<file path="config.mk">
export PLATFORM = sky130hd
export DESIGN_NAME = mac_hilo_unit
export DESIGN_NICKNAME = d
export VERILOG_FILES = /design/src/rtl/mac_pkg.sv /design/src/rtl/mac_decode.sv /design/src/rtl/mac_mult.sv /design/src/rtl/mac_sum.sv /design/src/rtl/mac_hilo_unit.sv
export SDC_FILE = /design/constraint.sdc
export NUM_CORES = 2
export LEC_CHECK = 0
export BUFFER_PORTS_ARGS = -buffer_cell sky130_fd_sc_hd__buf_2
export CAP_MARGIN = 20
export CORE_MARGIN = 5
export CORE_UTILIZATION = 46
export DETAILED_ROUTE_END_ITERATION = 10
export PLACE_DENSITY = 0.74
export SLEW_MARGIN = 20
export SYNTH_ARGS = -nofsm -noshare
export SYNTH_HDL_FRONTEND = slang
export SYNTH_HIERARCHICAL = 1
export SYNTH_SLANG_ARGS = --single-unit
</file>
<file path="constraint.sdc">
create_clock -name clk -period 27.9 [get_ports clk]
set_input_delay 1.395 -clock clk [delete_from_list [all_inputs] [get_ports clk]]
set_output_delay 1.395 -clock clk [all_outputs]
set_load 0.05 [all_outputs]
</file>
<file path="src/rtl/mac_pkg.sv">
`timescale 1ns/1ps
package mac_pkg;
  typedef enum logic [2:0] {
    K_MUL = 3'd0,
    K_NEG = 3'd1,
    K_ACC = 3'd2,
    K_SUB = 3'd3,
    K_DWD = 3'd4
  } mac_kind_e;

  typedef struct packed {
    logic      legal;
    mac_kind_e kind;
    logic      uns;
    logic      sat;
    logic      hisel;
  } mac_ctl_t;

  localparam logic [5:0] FN_ACC32 = 6'b101000;
  localparam logic [5:0] FN_ACC64 = 6'b101001;
  localparam logic [5:0] FN_NEG_S = 6'b011000;
  localparam logic [5:0] FN_NEG_U = 6'b011001;
endpackage

</file>
<file path="src/rtl/mac_decode.sv">
`timescale 1ns/1ps
module mac_decode
  import mac_pkg::*;
(
  input  logic [4:0] sub,
  input  logic [5:0] func,
  output mac_ctl_t   ctl
);
  always_comb begin
    ctl = '0;
    unique case (func)
      FN_ACC32: begin
        unique case (sub)
          5'b00000, 5'b00001, 5'b10000, 5'b10001,
          5'b01000, 5'b01001, 5'b11000, 5'b11001: begin
            ctl.legal = 1'b1;
            ctl.kind  = K_ACC;
            ctl.sat   = sub[4];
          end
          5'b00100, 5'b00101, 5'b01100, 5'b01101: begin
            ctl.legal = 1'b1;
            ctl.kind  = K_MUL;
          end
          default: ctl.legal = 1'b0;
        endcase
        ctl.uns   = sub[0];
        ctl.hisel = sub[3];
      end
      FN_ACC64: begin
        unique case (sub)
          5'b00000, 5'b00001, 5'b10000, 5'b10001: begin
            ctl.legal = 1'b1;
            ctl.kind  = K_DWD;
            ctl.sat   = sub[4];
          end
          default: ctl.legal = 1'b0;
        endcase
        ctl.uns = sub[0];
      end
      FN_NEG_S, FN_NEG_U: begin
        unique case (sub)
          5'b00011, 5'b01011: begin
            ctl.legal = 1'b1;
            ctl.kind  = K_NEG;
          end
          5'b00111, 5'b01111: begin
            ctl.legal = 1'b1;
            ctl.kind  = K_SUB;
          end
          default: ctl.legal = 1'b0;
        endcase
        ctl.uns   = func[0];
        ctl.hisel = sub[3];
      end
      default: ctl = '0;
    endcase
  end
endmodule

</file>
<file path="src/rtl/mac_mult.sv">
`timescale 1ns/1ps
module mac_mult #(
  parameter int HW = 32
) (
  input  logic [HW-1:0]   opa,
  input  logic [HW-1:0]   opb,
  input  logic            uns,
  output logic [2*HW-1:0] prod
);
  localparam int EW = HW + 1;
  logic signed [EW-1:0]   ea, eb;
  logic signed [2*EW-1:0] full;

  assign ea   = $signed({~uns & opa[HW-1], opa});
  assign eb   = $signed({~uns & opb[HW-1], opb});
  assign full = ea * eb;
  assign prod = full[2*HW-1:0];
endmodule

</file>
<file path="src/rtl/mac_sum.sv">
`timescale 1ns/1ps
module mac_sum #(
  parameter int W = 64
) (
  input  logic [W-1:0] base,
  input  logic [W-1:0] prod,
  input  logic         negate,
  input  logic         sat,
  input  logic         uns,
  output logic [W-1:0] result
);
  localparam int HW = W / 2;
  localparam logic [W-1:0] MAX_POS = {{(W-HW+1){1'b0}}, {(HW-1){1'b1}}};
  localparam logic [W-1:0] MIN_NEG = {{(W-HW+1){1'b1}}, {(HW-1){1'b0}}};

  logic [W-1:0] raw;
  assign raw = negate ? (base - prod) : (base + prod);

  always_comb begin
    result = raw;
    if (sat) begin
      if (uns) begin
        if (raw > MAX_POS) result = '1;
      end else if ($signed(raw) > $signed(MAX_POS)) begin
        result = MAX_POS;
      end else if ($signed(raw) < $signed(MIN_NEG)) begin
        result = MIN_NEG;
      end
    end
  end
endmodule

</file>
<file path="src/rtl/mac_hilo_unit.sv">
`timescale 1ns/1ps
module mac_hilo_unit
  import mac_pkg::*;
#(
  parameter int W    = 64,
  parameter int IDXW = 5
) (
  input  logic            clk,
  input  logic            rst_n,
  input  logic            in_valid,
  output logic            in_ready,
  input  logic [4:0]      op_sub,
  input  logic [5:0]      op_func,
  input  logic [W-1:0]    src_a,
  input  logic [W-1:0]    src_b,
  input  logic [IDXW-1:0] dst_idx,
  output logic [W-1:0]    hi_q,
  output logic [W-1:0]    lo_q,
  output logic            done,
  output logic            illegal,
  output logic            wb_en,
  output logic [IDXW-1:0] wb_idx,
  output logic [W-1:0]    wb_data
);
  localparam int HW = W / 2;

  mac_ctl_t     ctl;
  logic [W-1:0] prod, acc, base, nxt, wb_val;
  logic         negate;
  logic         unused_hi_src;

  assign in_ready      = 1'b1;
  assign unused_hi_src = ^{src_a[W-1:HW], src_b[W-1:HW]};

  mac_decode u_dec (.sub(op_sub), .func(op_func), .ctl(ctl));

  mac_mult #(.HW(HW)) u_mul (
    .opa(src_a[HW-1:0]), .opb(src_b[HW-1:0]), .uns(ctl.uns), .prod(prod)
  );

  assign acc    = {hi_q[HW-1:0], lo_q[HW-1:0]};
  assign negate = (ctl.kind == K_NEG) || (ctl.kind == K_SUB);

  always_comb begin
    unique case (ctl.kind)
      K_DWD:        base = lo_q;
      K_MUL, K_NEG: base = '0;
      default:      base = acc;
    endcase
  end

  mac_sum #(.W(W)) u_sum (
    .base(base), .prod(prod), .negate(negate),
    .sat(ctl.sat), .uns(ctl.uns), .result(nxt)
  );

  assign wb_val = ctl.hisel ? {{HW{nxt[W-1]}}, nxt[W-1:HW]}
                            : {{HW{nxt[HW-1]}}, nxt[HW-1:0]};

  always_ff @(posedge clk) begin
    if (!rst_n) begin
      hi_q    <= '0;
      lo_q    <= '0;
      done    <= 1'b0;
      illegal <= 1'b0;
      wb_en   <= 1'b0;
      wb_idx  <= '0;
      wb_data <= '0;
    end else begin
      done    <= in_valid;
      illegal <= in_valid && !ctl.legal;
      wb_en   <= 1'b0;
      if (in_valid && ctl.legal) begin
        if (ctl.kind == K_DWD) begin
          lo_q <= nxt;
        end else begin
          hi_q[HW-1:0] <= nxt[W-1:HW];
          lo_q[HW-1:0] <= nxt[HW-1:0];
          wb_en        <= (dst_idx != '0);
          wb_idx       <= dst_idx;
          wb_data      <= wb_val;
        end
      end
    end
  end
endmodule

</file>
* Word level (Yosys, flattened, before mapping)
Cells that the tools add are included.
** Storage, ports and cells
- Register bits after elaboration :: 168
- Bits in latches :: 0
- Memory bits (writable) :: 0
- ROM bits :: 0
- Input bits :: 147
- Word-level logic and storage cells :: 80
- Memories :: 0
** Cells by class
- $add $sub $neg :: 2
- Multiply operators :: 1
- Div/mod/pow operators :: 0
- Order comparisons :: 3
- Equal/unequal tests :: 22
- Shift operators :: 0
- Multiplexer cells :: 19
- Bitwise gates (word level) :: 6
- Reduce and logical (&&, ||, !) cells :: 19
** Operators with widths (number)
- $mux W64 :: 7
- $pmux W64 S2 :: 1
- $add A64 B64 Y64 :: 1
- $gt A64 B31 Y1 const B :: 1
- $gt A64 B32 Y1 const B :: 1
- $lt A64 B32 Y1 const B :: 1
- $mul A33 B33 Y64 :: 1
- $sub A64 B64 Y64 :: 1
- $eq A5 B4 Y1 const B :: 6
- $eq A5 B5 Y1 const B :: 4
- $eq A5 B3 Y1 const B :: 3
- $pmux W5 S3 :: 1
- $eq A6 B5 Y1 const B :: 2
- $eq A6 B6 Y1 const B :: 2
- $reduce_or A12 Y1 :: 1
- $reduce_or A2 Y1 :: 4
- $reduce_or A4 Y1 :: 2
- $reduce_or A8 Y1 :: 1
- $mux W1 :: 6
- $reduce_or A3 Y1 :: 2
- $eq A5 B1 Y1 const B :: 1
- $eq A5 B2 Y1 const B :: 1
- $logic_not A5 Y1 :: 1
- $reduce_bool A5 Y1 :: 1
- other kinds (14) :: 20

* Logic depth before layout (Yosys ltp)
- Word-level depth :: 15
- Gate-level depth with buffers :: 57

* Modules after synthesis
Netlist, hierarchy kept.
** By module, submodules not included
- mac_mult :: times used 1, cells an instance 4144, area each 37776.2 µm²
- mac_sum :: times used 1, cells an instance 1083, area each 6807.8 µm²
- mac_hilo_unit :: times used 1, cells an instance 770, area each 6702.7 µm²
- mac_decode :: times used 1, cells an instance 25, area each 153.9 µm²

* Worst setup path before layout
Ideal clock, no wire load.
- Path type :: input to register
- Start point :: in op_func[1]
- End point :: reg wb_data[15]
- Setup time :: 0.116 ns
- Arrival :: 14.257 ns
- Required time :: 27.784 ns
- Setup slack :: 13.527 ns
- Stages on the path :: 50
- Path through :: or3b_1 -> a21oi_1 -> nor2b_1 -> clkbuf_1 -> nand2_1 -> inv_1 -> fa_1 -> fa_1 -> fa_1 -> inv_1 -> fa_1 -> inv_1 -> fa_1 -> fa_1 -> inv_1 -> fa_1 -> fa_1 -> inv_1 -> (+14 left out) -> ha_1 -> clkbuf_1 -> and2_1 -> nand3_1 -> nor3_1 -> nand2_1 -> o2111ai_1 -> xnor2_2 -> nor4b_1 -> nand4_1 -> or4_1 -> ha_1 -> o21ai_0 -> clkbuf_1 -> a21oi_1 -> mux2i_1 -> nand3_2 -> o211a_1
** RTL lines
- start: declaration :: line mac_hilo_unit.sv:13 : input logic [5:0] op_func,
- end signal: assignment :: line mac_hilo_unit.sv:81 : wb_data <= wb_val;
- end: declaration :: line mac_hilo_unit.sv:23 : output logic [W-1:0] wb_data

* Worst setup path after layout
- Start point :: in src_a[31]
- End point :: reg wb_data[3]
** On the way
- Longest elaborated chain between the ends :: 10
- Elaborated cells on any way between the ends :: 14
** Ends and longest elaborated chain
- start: declaration :: line mac_hilo_unit.sv:14 : input logic [W-1:0] src_a,
- $and A1 B1 Y1 :: line mac_mult.sv:14 : assign ea = $signed({~uns & opa[HW-1], opa});
- $mul A33 B33 Y64 (*) :: line mac_mult.sv:16 : assign full = ea * eb;
- via prod[52] :: line mac_hilo_unit.sv:28 : logic [W-1:0] prod, acc, base, nxt, wb_val;
- $add A64 B64 Y64 / $sub A64 B64 Y64 (equally long branches) :: line mac_sum.sv:17 : assign raw = negate ? (base - prod) : (base + prod);
- $mux W64 (*) :: line mac_sum.sv:17
- $lt A64 B32 Y1 :: line mac_sum.sv:26 : end else if ($signed(raw) < $signed(MIN_NEG)) begin
- $mux W64 :: line mac_sum.sv:26
- $mux W64 :: line mac_sum.sv:24 : end else if ($signed(raw) > $signed(MAX_POS)) begin
- $mux W64 (*) :: line mac_sum.sv:22 : if (uns) begin
- $mux W64 (*) :: line mac_sum.sv:21 : if (sat) begin
- via nxt[3] :: line mac_hilo_unit.sv:28
- $mux W64 (*) :: line mac_hilo_unit.sv:57 : assign wb_val = ctl.hisel ? {{HW{nxt[W-1]}}, nxt[W-1:HW]}
The timed path passes the listed nets; every way through them passes the cells marked *.
A chain may end at the register's enable or synchronous reset.

==> summary.md <==
| Metric | Value |
|---|---|
| Clock root buffer | clkbuf_16 |
| CP Class | in -> reg |
| Max Cap Viol | 0 |
| Kind of end point of the critical path | flip-flop |
| First-pass GRT wire length | around 240 mm |
| Hold Vio Cnt, Final | 0 |
| Fin nets | 7502 |
| Die Area | between 100000 and 150000 µm² |
| Drt first pass iters | 9 |
| Starting Density | 0.464 |
| Flops & latches, synth | 136 |
| Crit path DAT | 17360 ps |
| Family with the most delay on the worst path | adder cells |
| H-Tree Depth | 4 |
| CTS sink cnt | 136 |
| CP startpoint | src_a[31] |
| Min Tclk post-route | roughly 17000 ps |
| Async set-reset flop share out of synthesis | 0 |
| Post-cts resize count | 0 |
| CTS clock-pin slew for the worst setup and hold paths | 60 ps |
| R2R setup slack | 20940 ps |
| Max Clock Skew | 9.59 ps |
| Routed WL | 154 mm |
| Largest net degree at the start of global routing | 105 |
| Hold path start | wb_idx[4] |
| Final max-slew violation count | 0 |
| Synthesized area | just over 50000 µm² |
| Area Overhead vs Synth | 4.50% |
| Crit-path slowest cell | fa_1 |
| # setup viols final | 0 |
| Worst path most repeated cell | fa_1 |
| Reg2reg start | lo_q[0] |
| Number of enable flip-flop cells after synthesis | 0 |
| FP Rows | ~120 |
| Clk Latency, worst-skew pair | 430 ps |
| Worst-case clock buffer depth | 2 |
| Clock tree from TritonCTS | yes |
| GRT overflow | 0 |
| Die Y-Extent | 344 µm |
| Initial antenna violation count | 9 |
| Final Wtd Congestion | 0.964 |
| Top Ports | around 350 |
| # DRC | 0 |
| Max incr delay on CP | between 1000 and 1500 ps |
| Routed Antenna Nets | 0 |
| Hold Crit Class | reg -> reg |
| Mapped Cells | 6022 |
| Max Clk Rate | 0.0587 GHz |
| Routed WL per cell | 20.6 µm |
| GR Util All Layers | 0.259 |
| Routed vias | 41700 |
| RSZ-0062 raised after global routing | no |
| Initial DRC Count | 3644 |
| Crit path max fanout | 33 |
| Core ar. | 111000 µm² |
| Share of cells above drive strength 1 | 0.0639 |
| Final period util | 0.611 |
| Synthesized area per cell | 8.54 µm² |
| TritonCTS Buffers | 17 |
| Commonest cells after routing, fill and taps aside | fa_1 (1126), inv_1 (1100), nand2_1 (1069) |
| Status | completed |
| Vias in the first global route | 44400 |
| Setup TNS | 0 ps |
| Most used flip-flop cell after synthesis | dfxtp_1 |
| Worst-margin pin slew | 1050 ps |
| DP Wirelength | 119 mm |
| Synth warn | 6 |
| CP Launch Type | primary input |
| Post-CTS Hold Buffers | 0 |
| Most common cell after layout, fill and taps aside | fa_1 |
| CP Buf/Inv Count | 7 |
| Worst slew margin relative to its limit | 0.296 |
| Netlist cell types | a little under 100 |
| Via density | ~5.6 |
| Buffers on Ports | 250 |
| Post-CTS Setup Repair Bufs | 0 |
| CP required | 28220 ps |
| Register area share after synthesis | 0.0529 |
| Die W | 344 µm |
==> cell usage after synthesis, drive strengths merged (37+ instances only) <==
library cell / count / area share
inv: 1100 / 0.080
mux2i: 106 / 0.021
nor2: 173 / 0.013
nor3: 55 / 0.0055
nand2: 1070 / 0.078
o211a: 37 / 0.0072
xnor2: 141 / 0.024
a21o: 45 / 0.0066
a21oi: 249 / 0.024
a21boi: 38 / 0.0058
dfxtp: 136 / 0.053
nand3: 99 / 0.012
buf: 118 / 0.016
nand4: 55 / 0.0067
ha: 277 / 0.067
o21ai: 110 / 0.011
xor2: 43 / 0.0073
and2: 416 / 0.051
fa: 1126 / 0.44
clkbuf: 288 / 0.021
==> worst register-to-register path, cell delays in order (launching register included) <==
cell	delay, ps
dfxtp_1	350
and2_1	130
inv_1	60
ha_1	200
fa_1	440
and2b_1	280
o311ai_4	120
a211o_1	360
a211o_1	430
a2111o_1	500
a2111oi_0	560
o211ai_2	230
nor4_1	340
nand4_1	120
or4_1	590
ha_1	340
and2_1	260
a21boi_4	670
o21ai_0	350
mux2i_1	230
nand3_1	110
o211a_1	190
==> state kept, by name (all words and copies together), names as in the netlist <==
name and cells:
done 1, illegal 1, wb_idx 5, wb_data 32
wb_en 1, lo_q 64, hi_q 32
==> metal layers <==
layer,track usage,wire length (µm),share of wire
met1,0.324,58400,0.38
met3,0.0465,12200,0.079
met2,0.439,75100,0.49
met5,0,56,0.00036
met4,0.118,8050,0.052
==> layout make-up <==
| class | instances | area (µm²) |
|---|---|---|
| clock inverters | 7 | 165 |
| multi-input cells | 4411 | 42800 |
| inverters | 1100 | 4130 |
| repair buffers | 286 | 1520 |
| fillers | 10600 | 57100 |
| well taps | 1488 | 1860 |
| diodes | 10 | 25.0 |
| flip-flops and latches | 136 | 2720 |
| clock buffers | 24 | 482 |
==> cells by family after synthesis <==
group	after synthesis	share of synthesized area
flops	136	0.0529
compound gates	663	0.0841
simple gates	2022	0.188
fa+ha+maj	1403	0.506
mux	106	0.0206
xor+xnor	184	0.0316
buf+inv	1506	0.117
other cells	2	0.000146
==> stage by stage <==
step | area [µm²] | hold slack, ps | utilization | std cells | worst slack, ps
after CTS | 53700 | 456 | 0.485 | 7452 | 11120
final | 53800 | 455 | 0.485 | 7462 | 10860
after global routing | 53700 | 474 | 0.485 | 7456 | 10090
after detailed placement | 53100 | 446 | 0.479 | 7421 | 10770
after floorplan | 51600 | 672 | - | 6053 | 13530
after global placement | 53100 | 440 | 0.479 | 7421 | 10940
==> worst paths after layout <==
check               endpoint  cells past startpoint
setup / recovery  wb_data[3]                     48
hold / removal     wb_idx[4]                      2
setup reg to reg  wb_data[3]                     21
hold reg to reg    wb_idx[4]                      2
Power is not shown: default switching activity piles up to over one toggle a cycle in this logic, so the estimate is an artifact.
